File: config.mk
export PLATFORM = sky130hd
export DESIGN_NAME = acs_select_store
export DESIGN_NICKNAME = d
export VERILOG_FILES = /design/src/rtl/acs_pkg.sv /design/src/rtl/acs_split.sv /design/src/rtl/acs_compare.sv /design/src/rtl/acs_history.sv /design/src/rtl/acs_store.sv /design/src/rtl/acs_select_store.sv
export SDC_FILE = /design/constraint.sdc
export NUM_CORES = 1
export LEC_CHECK = 0
export ABC_AREA = 0
export ABC_CLOCK_PERIOD_IN_PS = 1000
export BUFFER_PORTS_ARGS = -buffer_cell sky130_fd_sc_hd__buf_2
export CAP_MARGIN = 20
export CORE_UTILIZATION = 30
export CTS_BUF_LIST = sky130_fd_sc_hd__clkbuf_8 sky130_fd_sc_hd__clkbuf_16
export CTS_CLUSTER_SIZE = 25
export DETAILED_ROUTE_END_ITERATION = 10
export GPL_TIMING_DRIVEN = 0
export HOLD_SLACK_MARGIN = 0.03
export PLACE_DENSITY = 0.59
export SYNTH_ARGS = -nofsm -noshare
export SYNTH_HDL_FRONTEND = slang
export SYNTH_SLANG_ARGS = --single-unit
File: constraint.sdc
create_clock -name clk -period 1 [get_ports clk]
set_input_delay 0.15 -clock clk [delete_from_list [all_inputs] [get_ports clk]]
set_output_delay 0.15 -clock clk [all_outputs]
set_load 0.005 [all_outputs]
File: src/rtl/acs_pkg.sv
package acs_pkg;
  localparam int unsigned ACC_W_DEF  = 40;
  localparam int unsigned WORD_W_DEF = 16;
  localparam int unsigned HIST_W_DEF = 16;
  localparam int unsigned ADDR_W_DEF = 16;

  typedef enum logic {
    PICK_HIGH = 1'b0,
    PICK_LOW  = 1'b1
  } pick_e;
endpackage

File: src/rtl/acs_split.sv
module acs_split #(
  parameter int unsigned ACC_W  = acs_pkg::ACC_W_DEF,
  parameter int unsigned WORD_W = acs_pkg::WORD_W_DEF,
  localparam int unsigned GUARD_W = ACC_W - 2 * WORD_W
) (
  input  logic [ACC_W-1:0]   acc_i,
  output logic [WORD_W-1:0]  hi_o,
  output logic [WORD_W-1:0]  lo_o,
  output logic [GUARD_W-1:0] guard_o
);
  // Guard bits are exposed only so checks can see them; the select path ignores them.
  assign lo_o    = acc_i[WORD_W-1:0];
  assign hi_o    = acc_i[2*WORD_W-1:WORD_W];
  assign guard_o = acc_i[ACC_W-1:2*WORD_W];
endmodule

File: src/rtl/acs_compare.sv
module acs_compare #(
  parameter int unsigned WORD_W = acs_pkg::WORD_W_DEF
) (
  input  logic [WORD_W-1:0] hi_i,
  input  logic [WORD_W-1:0] lo_i,
  output acs_pkg::pick_e    pick_o,
  output logic [WORD_W-1:0] win_o
);
  import acs_pkg::*;

  // Low side wins only on a strict signed excess; ties go to the high word.
  function automatic logic low_beats_high(input logic [WORD_W-1:0] h,
                                          input logic [WORD_W-1:0] l);
    return $signed(l) > $signed(h);
  endfunction

  function automatic logic [WORD_W-1:0] pick_word(input pick_e p,
                                                  input logic [WORD_W-1:0] h,
                                                  input logic [WORD_W-1:0] l);
    return (p == PICK_LOW) ? l : h;
  endfunction

  always_comb begin
    pick_o = low_beats_high(hi_i, lo_i) ? PICK_LOW : PICK_HIGH;
    win_o  = pick_word(pick_o, hi_i, lo_i);
  end
endmodule

File: src/rtl/acs_history.sv
module acs_history #(
  parameter int unsigned HIST_W = acs_pkg::HIST_W_DEF
) (
  input  logic              clk,
  input  logic              rst_n,
  input  logic              step_i,
  input  logic              bit_i,
  input  logic              clr_i,
  output logic              tc_o,
  output logic [HIST_W-1:0] trn_o
);
  logic [HIST_W-1:0] trn_shifted;

  generate
    if (HIST_W == 1) begin : g_single
      assign trn_shifted = bit_i;
    end else begin : g_shift
      assign trn_shifted = {trn_o[HIST_W-2:0], bit_i};
    end
  endgenerate

  always_ff @(posedge clk or negedge rst_n) begin
    if (!rst_n) begin
      tc_o  <= 1'b0;
      trn_o <= '0;
    end else if (clr_i) begin
      tc_o  <= 1'b0;
      trn_o <= '0;
    end else if (step_i) begin
      tc_o  <= bit_i;
      trn_o <= trn_shifted;
    end
  end
endmodule

File: src/rtl/acs_store.sv
module acs_store #(
  parameter int unsigned WORD_W = acs_pkg::WORD_W_DEF,
  parameter int unsigned ADDR_W = acs_pkg::ADDR_W_DEF
) (
  input  logic              clk,
  input  logic              rst_n,
  input  logic              fire_i,
  input  logic [WORD_W-1:0] word_i,
  input  logic [ADDR_W-1:0] addr_i,
  output logic [WORD_W-1:0] data_o,
  output logic [ADDR_W-1:0] addr_o,
  output logic              we_o
);
  always_ff @(posedge clk or negedge rst_n) begin
    if (!rst_n) begin
      data_o <= '0;
      addr_o <= '0;
      we_o   <= 1'b0;
    end else begin
      we_o <= fire_i;
      if (fire_i) begin
        data_o <= word_i;
        addr_o <= addr_i;
      end
    end
  end
endmodule

File: src/rtl/acs_select_store.sv
module acs_select_store #(
  parameter int unsigned ACC_W  = acs_pkg::ACC_W_DEF,
  parameter int unsigned WORD_W = acs_pkg::WORD_W_DEF,
  parameter int unsigned HIST_W = acs_pkg::HIST_W_DEF,
  parameter int unsigned ADDR_W = acs_pkg::ADDR_W_DEF
) (
  input  logic              clk,
  input  logic              rst_n,
  input  logic              op_valid_i,
  input  logic [ACC_W-1:0]  acc_i,
  input  logic [ADDR_W-1:0] addr_i,
  input  logic              hist_clr_i,
  output logic [WORD_W-1:0] st_data_o,
  output logic [ADDR_W-1:0] st_addr_o,
  output logic              st_we_o,
  output logic              tc_o,
  output logic [HIST_W-1:0] trn_o
);
  import acs_pkg::*;
  localparam int unsigned GUARD_W = ACC_W - 2 * WORD_W;

  // Named internal events, visible to the bound checker.
  logic [WORD_W-1:0]  acc_hi;
  logic [WORD_W-1:0]  acc_lo;
  logic [GUARD_W-1:0] acc_guard;
  pick_e              pick;
  logic               pick_low;
  logic [WORD_W-1:0]  win_word;
  logic               op_fire;

  assign op_fire  = op_valid_i;
  assign pick_low = (pick == PICK_LOW);

  acs_split #(.ACC_W(ACC_W), .WORD_W(WORD_W)) u_split (
    .acc_i   (acc_i),
    .hi_o    (acc_hi),
    .lo_o    (acc_lo),
    .guard_o (acc_guard)
  );

  acs_compare #(.WORD_W(WORD_W)) u_cmp (
    .hi_i   (acc_hi),
    .lo_i   (acc_lo),
    .pick_o (pick),
    .win_o  (win_word)
  );

  acs_history #(.HIST_W(HIST_W)) u_hist (
    .clk    (clk),
    .rst_n  (rst_n),
    .step_i (op_fire),
    .bit_i  (pick_low),
    .clr_i  (hist_clr_i),
    .tc_o   (tc_o),
    .trn_o  (trn_o)
  );

  acs_store #(.WORD_W(WORD_W), .ADDR_W(ADDR_W)) u_store (
    .clk    (clk),
    .rst_n  (rst_n),
    .fire_i (op_fire),
    .word_i (win_word),
    .addr_i (addr_i),
    .data_o (st_data_o),
    .addr_o (st_addr_o),
    .we_o   (st_we_o)
  );
endmodule

==> reports/qor.txt <==
status: finished with violations
violated checks: setup timing
Final Wtd Congestion: 0.7581
Worst-path clk slew: 100 ps
WS Path Type: input port to register
vias in the first global route: 2297
R2R Setup Slk: 70 ps
worst r2r src: u_hist.trn_o[1]
CTS Buf Count: 5
# DRC: 0
die span in x: 93.45 um
Worst Path Arrival: 1980 ps
share of layout cells above drive strength 1: 53.85%
die area: 8732 um^2
Fin Setup TNS: -12660 ps
asr flop ratio synth: 100.0%
crit path capture: u_store.data_o[8]
syn_nets: 314
Pleak: 1.906 nW
Core Util, Final: 49.70%
synth unique cells: 30
Rows: 32
worst relative slew slack: 60.12%
Synth area leaders: dfrtp_1, ha_1, mux2_2
Peak Freq: 568.6 MHz
P_int: 3.879 mW
worst hold path startpoint: addr_i[14]
most used cell, CP: buf_6
CP peak stage delay: 290 ps
worst min path class: input port to register
max-cap violations: 0
Yosys Warn Count: 0
Yosys top cell by area: dfrtp_1
ys flop type: dfrtp_1
Critical Path, Cell by Cell: buf_4 -> ha_4 -> nand4_4 -> nor4_4 -> a221o_2 -> buf_6 -> mux2i_4 -> buf_6 -> a31oi_1 -> a21oi_1
TritonCTS clock tree: yes
Slowest cell on crit path: nor4_4
starting DRC count in detailed routing: 85
HPWL after detailed placement: 4827 um
Pre-antenna DRT Iters: 4
worst-path fanout max: 5
most frequent cells in the layout: buf_2, dfrtp_1, nor2_1, buf_4, a21oi_1
port bufs: 100
Worst Setup SP: acc_i[13]
Slew @ Worst Pin: 598.1 ps
Die Y: 93.45 um
top cell type's share of synthesized area: 48.88%
Final nets: 452
Tcrit/Tclk final: 175.9%
worst skew pair latency: 300 ps
clock sink count: 49
Min Clock Period, post-route: 1759 ps
H-Tree Depth: 2
pwr dens: 1347 nW/um^2
Max clock buf depth: 2
clock skew: 2.373 ps
RSZ-0062 raised after global routing: true
antenna-violating nets left: 0
initial antenna violation count: 0
Startpoint Class: input port
Routed wire per std cell: 14.26 um
n_diodes: 0
commonest non-fill, non-tap cell in the layout: buf_2
Sw Share: 26.53%
post-synthesis sequential area ratio: 48.88%
clk root buf: clkbuf_8
first-pass GRT wire length: 11120 um
post-synthesis cell count: 238
Worst setup EP type: register
combinational share of power: 25.6%
Fillers: 762
IO Pins: 110
Yosys reg bits: 49
Initial Utilization: 31.81%
Global Route Usage Sum: 16.46%
reg2reg end: u_hist.trn_o[2]
P_sw: 1.401 mW
fin worst setup slack: -758.6 ps
core area: 7888 um^2
via count: 2302
total congestion overflow: 0
drt total wl: 6832 um
via/cell ratio: 4.806
Peak VDD IR: 0.6944 mV
Post-Syn Area: 2509 um^2
final setup vio count: 19
Clk pwr share: 32.1%
area growth from synthesis to layout: 56.26%
WP data required: 1220 ps
depth of the worst register-to-register path: 4
Post-synth EDFFs: 0
Sequential Power Share: 42.2%
Fin. Hold Viols: 0
Syn Area/Cell: 10.54 um^2
Final Slew Violations: 0
largest net degree at the start of global routing: 50
[flip-flops by register name, summed over array words and instances (netlist names)]
signal / flops
u_store.we_o: 1
u_store.data_o: 16
u_store.addr_o: 16
u_hist.trn_o: 16
[cells by family after synthesis]
logic type / count (synthesis) / synth area share, %
flops: 49 / 48.88
mux: 33 / 14.66
compound gates: 61 / 14.16
simple gates: 45 / 8.280
buf+inv: 34 / 6.034
fa+ha+maj: 16 / 7.980
[power by group through the flow]
stage	registers [mW]	clock network (mW)	logic, mW
floorplan	2.29	0	0.544
global placement	2.27	0	1.03
detailed placement	2.28	0	1.04
CTS	2.23	1.76	1.29
global route	2.25	1.85	1.49
finish	2.23	1.70	1.35
[worst min path at each step]
stage	end	slack (ps)	cells past startpoint
floorplan	u_hist.trn_o[0]	-150	0
global placement	u_store.we_o	330	1
detailed placement	u_store.we_o	320	1
CTS	u_store.addr_o[14]	70	2
global route	u_store.addr_o[14]	60	2
finish	u_store.addr_o[14]	80	2
[through the flow]
step	total power [mW]	cells	setup slack [ps]	hold slack, ps	area [um^2]
5_1_grt	5.595	479	-937.5	57.71	3920
3_5_place_dp	3.319	440	-1364	323.6	3236
4_1_cts	5.278	470	-748.4	65.21	3807
6_report	5.280	479	-758.6	77.62	3920
2_1_floorplan	2.837	238	-865.5	-145.6	2608
3_3_place_gp	3.300	440	-1302	326.9	3236
[metal layers]
metal | wire length (um) | track usage (%) | vias up
li1 | - | - | 1118
met1 | 3089 | 21.38 | 1101
met2 | 3279 | 28.13 | 79
met3 | 418 | 3.252 | 4
met4 | 44 | 3.846 | 0
met5 | 0 | 0 | -
[final cells by class]
| type | instances | area, um^2 | share of cell area [%] |
|---|---|---|---|
| multi-input cells | 155 | 1358 | 34.63 |
| flip-flops and latches | 49 | 1226 | 31.28 |
| repair buffers | 131 | 875.8 | 22.34 |
| well taps | 102 | 127.6 | 3.256 |
| plain buffers | 14 | 97.59 | 2.490 |
| inverters | 20 | 97.59 | 2.490 |
| clock buffers | 5 | 68.82 | 1.756 |
| clock inverters | 3 | 68.82 | 1.756 |
[critical path: cells and delay by family]
kind | cells | cell delay, ps
adder cells (fa/ha/maj) | 1 | 280
multiplexers | 1 | 280
AO/OA/AOI/OAI | 3 | 470
buffers and inverters | 3 | 390
AND/OR/NAND/NOR | 2 | 400
[synthesized netlist by cell type (2+ instances only)]
cell and count:
nand4_1 2, buf_4 2, inv_1 18, buf_6 2, nand3_1 2, a31oi_1 16
clkbuf_1 5, a21oi_1 23, ha_1 16, mux2_2 16, dfrtp_1 49, mux2i_1 15
nand2_1 5, nor2_1 32, buf_1 4, o21ai_1 17
[timing repair]
action,4_1_cts,5_1_grt
cloned,2,0
hold endpoints to repair,1,12
pin swaps,38,6
resized for setup,55,7
hold buffers,1,1
setup endpoints to repair,32,48
buffers inserted,19,7
No activity file was read; power rests on OpenSTA's default activity.
